### config.mk
export PLATFORM = sky130hd
export DESIGN_NAME = lamp_index_driver
export DESIGN_NICKNAME = d
export VERILOG_FILES = /design/src/rtl/lamp_pkg.sv /design/src/rtl/lamp_hold_reg.sv /design/src/rtl/lamp_onehot.sv /design/src/rtl/lamp_dac_reg.sv /design/src/rtl/lamp_index_driver.sv
export SDC_FILE = /design/constraint.sdc
export NUM_CORES = 1
export LEC_CHECK = 0
export ABC_AREA = 1
export BUFFER_PORTS_ARGS = -buffer_cell sky130_fd_sc_hd__buf_4
export CAP_MARGIN = 25
export CORE_ASPECT_RATIO = 1.1
export CORE_UTILIZATION = 45
export CTS_BUF_LIST = sky130_fd_sc_hd__clkbuf_8
export CTS_CLUSTER_DIAMETER = 100
export CTS_CLUSTER_SIZE = 25
export DETAILED_ROUTE_END_ITERATION = 16
export MAX_ROUTING_LAYER = met4
export PLACE_DENSITY = 0.84
export SLEW_MARGIN = 20
export SYNTH_ARGS = -nofsm -noshare
export SYNTH_HDL_FRONTEND = slang
export SYNTH_HIERARCHICAL = 1
export SYNTH_SLANG_ARGS = --single-unit
### constraint.sdc
create_clock -name clk -period 4.2 [get_ports clk]
set_clock_uncertainty 0.05 [all_clocks]
set_input_delay 0.63 -clock clk [delete_from_list [all_inputs] [get_ports clk]]
set_output_delay 0.63 -clock clk [all_outputs]
set_load 0.01 [all_outputs]
### src/rtl/lamp_pkg.sv
// Package: shared byte type and the bit-mirroring helper used by the
// lamp index driver. It assumes 8-bit I/O data throughout.
package lamp_pkg;

    localparam int BYTE_W = 8;

    typedef logic [BYTE_W-1:0] io_byte_t;

    // Mirror a byte: bit i moves to bit BYTE_W-1-i.
    function automatic io_byte_t mirror_byte(input io_byte_t b);
        io_byte_t r;
        for (int i = 0; i < BYTE_W; i++) begin
            r[i] = b[BYTE_W-1-i];
        end
        return r;
    endfunction

endpackage

### src/rtl/lamp_hold_reg.sv
// Holding register for the lamp number.
// It loads the full byte on a holding write. On a commit it resolves the index:
// bit 7 is cleared, and a value past the last lamp falls back to the current
// lamp. The resolved index is stored back into the register.
// Assumes load and commit are never asserted in the same cycle.
module lamp_hold_reg
    import lamp_pkg::*;
#(
    parameter int LAMP_CNT = 37,
    localparam int IDX_W  = $clog2(LAMP_CNT),
    localparam int PAD_W  = BYTE_W - IDX_W
) (
    input  logic             clk,
    input  logic             rst_n,
    input  logic             load,
    input  io_byte_t         load_data,
    input  logic             commit,
    input  logic [IDX_W-1:0] cur_idx,
    output logic [IDX_W-1:0] next_idx
);

    localparam int LAST_IDX = LAMP_CNT - 1;

    io_byte_t held_q;
    io_byte_t stripped;
    logic     in_range;

    // Drop bit 7 and range-check the remaining value.
    always_comb begin
        stripped = {1'b0, held_q[BYTE_W-2:0]};
        in_range = (int'(stripped) <= LAST_IDX);
        next_idx = in_range ? stripped[IDX_W-1:0] : cur_idx;
    end

    // Capture the raw byte on load; store the resolved index back on commit.
    always_ff @(posedge clk) begin
        if (!rst_n) begin
            held_q <= '0;
        end else if (load) begin
            held_q <= load_data;
        end else if (commit) begin
            held_q <= {{PAD_W{1'b0}}, next_idx};
        end
    end

endmodule

### src/rtl/lamp_onehot.sv
// Current-lamp register and one-hot lamp decoder.
// On commit it takes the resolved index. Lamps stay dark until the first
// commit after reset. Assumes new_idx is always below LAMP_CNT.
module lamp_onehot #(
    parameter int LAMP_CNT = 37,
    localparam int IDX_W  = $clog2(LAMP_CNT)
) (
    input  logic                clk,
    input  logic                rst_n,
    input  logic                commit,
    input  logic [IDX_W-1:0]    new_idx,
    output logic [IDX_W-1:0]    cur_idx,
    output logic [LAMP_CNT-1:0] lamp_vec
);

    logic             armed_q;
    logic [IDX_W-1:0] cur_q;

    // Track the lit lamp and whether any commit has happened yet.
    always_ff @(posedge clk) begin
        if (!rst_n) begin
            cur_q   <= '0;
            armed_q <= 1'b0;
        end else if (commit) begin
            cur_q   <= new_idx;
            armed_q <= 1'b1;
        end
    end

    assign cur_idx = cur_q;

    // One comparator per lamp drives its output.
    for (genvar g = 0; g < LAMP_CNT; g++) begin : g_lamp
        assign lamp_vec[g] = armed_q && (cur_q == IDX_W'(g));
    end

endmodule

### src/rtl/lamp_dac_reg.sv
// DAC sample register: stores the mirrored byte of each parallel-port write
// and holds it between writes. Resets to mid-scale.
module lamp_dac_reg
    import lamp_pkg::*;
#(
    parameter io_byte_t DAC_RST = 8'h80
) (
    input  logic     clk,
    input  logic     rst_n,
    input  logic     commit,
    input  io_byte_t sample_in,
    output io_byte_t dac_q
);

    // Register the mirrored sample on each commit.
    always_ff @(posedge clk) begin
        if (!rst_n) begin
            dac_q <= DAC_RST;
        end else if (commit) begin
            dac_q <= mirror_byte(sample_in);
        end
    end

endmodule

### src/rtl/lamp_index_driver.sv
// Top: decodes the I/O writes and drives the lamp ring, the operator lamp and
// the DAC byte. A write to HOLD_ADDR loads the lamp number. A write to
// PORT_ADDR commits the lamp number and carries the sample.
// Assumes one address per write strobe.
module lamp_index_driver
    import lamp_pkg::*;
#(
    parameter int       LAMP_CNT  = 37,
    parameter io_byte_t HOLD_ADDR = 8'h0B,
    parameter io_byte_t PORT_ADDR = 8'hC0,
    parameter io_byte_t DAC_RST   = 8'h80,
    localparam int      IDX_W     = $clog2(LAMP_CNT),
    localparam int      OUT_CNT   = LAMP_CNT + 1
) (
    input  logic               clk,
    input  logic               rst_n,
    input  logic               io_wr,
    input  logic [7:0]         io_addr,
    input  logic [7:0]         io_wdata,
    input  logic               op_scan,
    output logic [OUT_CNT-1:0] lamps,
    output logic [7:0]         dac_out
);

    logic             hold_wr;
    logic             port_wr;
    logic [IDX_W-1:0] cur_idx;
    logic [IDX_W-1:0] next_idx;
    logic [LAMP_CNT-1:0] idx_lamps;
    logic             op_lamp_q;

    // Decode the two addresses the block responds to.
    always_comb begin
        hold_wr = io_wr && (io_addr == HOLD_ADDR);
        port_wr = io_wr && (io_addr == PORT_ADDR);
    end

    lamp_hold_reg #(.LAMP_CNT(LAMP_CNT)) u_hold (
        .clk       (clk),
        .rst_n     (rst_n),
        .load      (hold_wr),
        .load_data (io_wdata),
        .commit    (port_wr),
        .cur_idx   (cur_idx),
        .next_idx  (next_idx)
    );

    lamp_onehot #(.LAMP_CNT(LAMP_CNT)) u_onehot (
        .clk      (clk),
        .rst_n    (rst_n),
        .commit   (port_wr),
        .new_idx  (next_idx),
        .cur_idx  (cur_idx),
        .lamp_vec (idx_lamps)
    );

    lamp_dac_reg #(.DAC_RST(DAC_RST)) u_dac (
        .clk       (clk),
        .rst_n     (rst_n),
        .commit    (port_wr),
        .sample_in (io_wdata),
        .dac_q     (dac_out)
    );

    // Register the operator-lamp scan condition.
    always_ff @(posedge clk) begin
        if (!rst_n) begin
            op_lamp_q <= 1'b0;
        end else begin
            op_lamp_q <= op_scan;
        end
    end

    assign lamps = {op_lamp_q, idx_lamps};

endmodule

Word level (Yosys, flattened, before mapping)
Cells that the tools add are included.

Order comparisons: 1. Eq/ne operators: 38. Mux-type cells: 3. Reductions and logical operators: 41.

Operator list (number): $eq 6x5->1 const B (16); $eq 6x4->1 const B (8); $logic_and 1x1->1 (39); $eq 6x6->1 const B (5); $eq 6x3->1 const B (4); $mux 7 (2); $eq 6x2->1 const B (2); $eq 8x4->1 const B (1); $eq 8x8->1 const B (1); $le 7x6->1 const B (1); $eq 6x1->1 const B (1); $logic_not 6->1 (1); $mux 6 (1); $reduce_bool 2->1 (1).

Input bits: 20. Output and inout bits: 46. Register bits: 23. Logic and storage cells: 88.

Depth between registers and ports, before layout
Depth in word-level cells: 4. Mapped depth: 9. Depth with buffers taken out: 8.

By module
Netlist, hierarchy kept.

Modules (own cells, without submodules): lamp_onehot (instances 1, area each 550.5 µm², cells each 101, seq. area each 140.1 µm²); lamp_hold_reg (instances 1, area each 483.0 µm², cells each 69, seq. area each 140.1 µm²); lamp_dac_reg (instances 1, area each 340.3 µm², cells each 50, seq. area each 160.2 µm²); lamp_index_driver (instances 1, area each 95.1 µm², cells each 17, seq. area each 20.0 µm²).

Least setup slack after synthesis
Ideal clock, no wire load.

Path type: input to register. Start point: in io_wr. End point: reg u_hold.held_q[0]. Data required time: 4080 ps. Stages: 8. Arrival: 1698 ps. Buffers on the path: 0. Library setup time: 70 ps. Path slack: 2382 ps. Path through: inv_1 > nor2_2 > nand3_1 > nor2_1 > inv_1 > nor2_8 > nand3_1 > a21oi_1.

Cells in the longest elaborated chain, start to end: 2. Elaborated cells between the ends (all ways): 4. Those cells by class: 1 x mux; 3 x reduce/logical.

RTL lines: start: declaration (RTL line lamp_index_driver.sv:17) `input logic io_wr,`; $logic_and 1x1->1 (RTL line lamp_index_driver.sv:35) `port_wr = io_wr && (io_addr == PORT_ADDR);`; named net port_wr (RTL line lamp_index_driver.sv:26) `logic port_wr;`; $reduce_bool 2->1 (no line); end signal: assignment (RTL line lamp_hold_reg.sv:40) `held_q <= load_data;`; end signal: assignment (RTL line lamp_hold_reg.sv:42) `held_q <= {{PAD_W{1'b0}}, next_idx};`; end: declaration (RTL line lamp_hold_reg.sv:24) `io_byte_t held_q;`.

The timed path passes the listed nets, and every way through them passes these cells. A chain may end at the register's enable or synchronous reset.

Worst setup path after layout
Start point: in io_addr[5]. End point: reg u_hold.held_q[3].

Cells in the longest elaborated chain, start to end: 3. Elaborated cells between the ends (all ways): 6. Those cells by class: 2 x eq/ne; 1 x mux; 3 x reduce/logical.

RTL lines: start: declaration (RTL line lamp_index_driver.sv:18) `input logic [7:0] io_addr,`; $eq 8x8->1 (RTL line lamp_index_driver.sv:35); $logic_and 1x1->1 (RTL line lamp_index_driver.sv:35); named net port_wr (RTL line lamp_index_driver.sv:26); $reduce_bool 2->1 (no line).

The timed path passes the listed nets, and every way through them passes these cells.

==> key figures <==
Clocking
  – Root Driver: clkbuf_8
  – CTS sink cnt: 23
  – CTS buffer count: 3
  – Hold Buf Count CTS: 0
  – Later-pin clock latency in the skew report: 270 ps
  – Post-cts resize count: 0
  – CTS max path bufs: 2
  – H-tree levels: 1
  – Post-CTS Setup Repair Bufs: 0
  – Clk slew on worst S/H paths: 80 ps
  – CTS tree: done

Synth
  – Number of distinct library cells after synthesis: 21
  – Post-Synthesis Cell Area: 1470 um^2
  – Yosys reg bits: 23
  – Sequential fraction of the synthesis area: 31.3%
  – Syn. warnings: 6
  – Synthesized instance count: 237
  – Post-Syn Nets: 257
  – Avg Synthesized Cell Area: 6.20 um^2

GRT
  – First-pass GRT wire length: 5590 um
  – Gr usage total: 20.8%
  – Largest net degree at the start of global routing: 18
  – Initial antenna violation count: 0
  – Vias in the first global route: 1,374
  – GRT overflow: 0

Critical path
  – Critical Path Fanout Max: 15
  – Critical path startpoint: io_addr[5]
  – R2R setup slack: 2900 ps
  – Cells along the critical path: buf_4 > nor2_2 > nand3_1 > nor2_1 > buf_4 > nor2_2 > a22oi_1 > a21oi_1
  – WP data required: 4310 ps
  – Worst path top cell family by delay: simple AND/OR/NAND/NOR gates
  – R2R Path Start: u_hold/held_q[0]$_SDFFE_PN0P_
  – CP peak stage delay: 540 ps
  – CP Class: input port to flip-flop
  – Worst Setup End Kind: flip-flop
  – Critical path arrival: 2180 ps
  – RR Endpoint: u_onehot/cur_idx[0]$_SDFFE_PN0P_
  – CP bufs+invs: 2
  – Worst Setup Start Kind: input port
  – Worst r2r path cells: 7
  – CP max-delay cell: nor2_1

Floorplanning
  – Core footprint: 3070 um^2
  – Initial Utilization: 47.8%
  – Die Ht: 61.9 um
  – Number of placed I/O pins: 66
  – Die Wd: 56.5 um
  – Die Area: 3500 um^2
  – # rows: 21

Timing
  – Normalized max-slew margin: 41.5%
  – Worst-Margin Slew: 874 ps
  – Max-slew violations: 0
  – Final Hold Vio Count: 0
  – Final setup vio count: 0
  – Fin Setup TNS: 0 ps
  – Tcrit/Tclk final: 49.3%
  – Min Tclk post-route: 2070 ps
  – FMAX: 483 MHz
  – Unrepaired setup endpoints after global routing: no

Hold path
  – HP Start: u_dac/dac_q[7]$_SDFFE_PN1P_
  – Hold-critical path depth: 2
  – End of the worst hold path: u_dac/dac_q[7]$_SDFFE_PN1P_
  – Worst Hold Class: flip-flop to flip-flop

Cells and area
  – Layout Utilization: 64.6%
  – Fin nets: 321
  – Filler cell count: 295
  – Area growth syn-to-layout: 35.3%
  – Most used cells in the layout excluding fill and tap cells: nor2_1, buf_4, nand2_1
  – Post-route cell area: 1990 um^2
  – N_diodes: 0
  – Share of cells above drive strength 1: 29.3%
  – Most common cell after layout, fill and taps aside: nor2_1

Placement
  – GP Congestion: 0.800
  – Dpl hpwl: 2670 um
  – I/O Buffers: 65
  – Placed inst area: 1940 um^2

Power and ir drop
  – P_sw: 0.0000827 W
  – Power per Cell Area: 193 nW/um^2
  – Seq pwr share: 57.3%
  – Clock power share: 35.3%
  – Static Leakage: 0.946 nW
  – Combinational power share: 7.4%
  – Sw Ratio: 21.6%
  – VDD IR max: 0.000159 V
  – Total Power: 0.000382 W
  – Cell internal pwr: 0.000300 W

Detailed routing
  – WL final: 3370 um
  – DR vias: 1,618
  – DRC: 0
  – Post-DR wirelength/cell: 10.1 um
  – DR pass1 iterations: 5
  – Initial DRC Count: 98
  – Post-route ant nets: 0
  – Routed vias/inst: 4.84

Run status
  – Run status: finished, final reports clean

Job
  – Max cap viols: 0
==> sequential cells by signal (all words and copies together) (netlist names) <==
name              cells
u_hold/held_q         7
op_lamp_q             1
u_onehot/cur_idx      6
u_dac/dac_q           8
u_onehot/armed_q      1
==> metrics by stage <==
stage / worst slack (ps) / cells / hold slack, ps
3_3_place_gp: 1890 / 330 / 400
2_1_floorplan: 2380 / 237 / 402
3_5_place_dp: 1830 / 330 / 406
6_report: 2130 / 334 / 422
5_1_grt: 1900 / 334 / 453
4_1_cts: 2120 / 334 / 422
==> how the worst max path moves through the flow <==
stage | to | cells past startpoint
detailed placement | u_hold/held_q[4]$_SDFFE_PN0P_ | 8
global placement | u_hold/held_q[5]$_SDFFE_PN0P_ | 8
global route | u_hold/held_q[1]$_SDFFE_PN0P_ | 8
finish | u_hold/held_q[3]$_SDFFE_PN0P_ | 8
CTS | u_hold/held_q[1]$_SDFFE_PN0P_ | 8
floorplan | u_hold/held_q[0]$_SDFFE_PN0P_ | 8
==> logic make-up (layout without fill, tap and decap cells) <==
kind of cell	count (synthesis)	after routing	synth area share [%]
compound gates	22	22	8.94
simple gates	150	150	46.3
flops	23	23	31.3
buf+inv	42	105	13.4
==> metal layers <==
layer  track usage (%)  up-vias  routed length (um)
met5                 -        -                   0
met2              39.0       67                1660
met4              9.06        0                  56
li1                  -      847                   -
met1              21.9      699                1380
met3              3.52        5                 274
==> power by group through the flow <==
stage	Clock [W]	Sequential [W]	Combinational (W)
6_report	0.000135	0.000219	0.0000284
5_1_grt	0.000146	0.000219	0.0000315
4_1_cts	0.000139	0.000219	0.0000285
3_5_place_dp	0	0.000224	0.0000284
3_3_place_gp	0	0.000224	0.0000283
2_1_floorplan	0	0.000224	0.0000106
==> synth_stat cells <==
master    number  share of area (%)
a21oi_1        8                2.7
a22oi_1        6                3.1
and2_2         5                2.6
buf_2          1               0.34
buf_4          2                1.0
buf_6          4                3.1
dfxtp_1       23                 31
inv_1         34                8.7
inv_2          1               0.26
nand2_1       44                 11
nand2_2        2               0.85
nand2_4        2                1.5
nand3_1       15                5.1
nand3_4        2                2.4
nand3b_1       1               0.51
nor2_1        73                 19
nor2_2         5                2.1
nor2_8         1                1.4
o21a_1         1               0.51
o21ai_0        6                2.0
o21ai_2        1               0.60
==> final cells by class <==
class | instances | area [um^2] | area share, %
Clock buffer | 3 | 41.3 | 2.08
Multi-Input combinational cell | 172 | 812 | 40.9
Sequential cell | 23 | 460 | 23.2
Clock inverter | 1 | 3.75 | 0.189
Timing Repair Buffer | 66 | 495 | 24.9
Tap cell | 34 | 42.5 | 2.14
Inverter | 35 | 131 | 6.61
==> tightest hold or removal path, delay by kind of cell (launching register included) <==
| kind | cells | cell delay, ps |
|---|---|---|
| flip-flops | 1 | 340 |
| AND/OR/NAND/NOR | 2 | 100 |
Note: power is estimated with default switching activity, not from simulation.
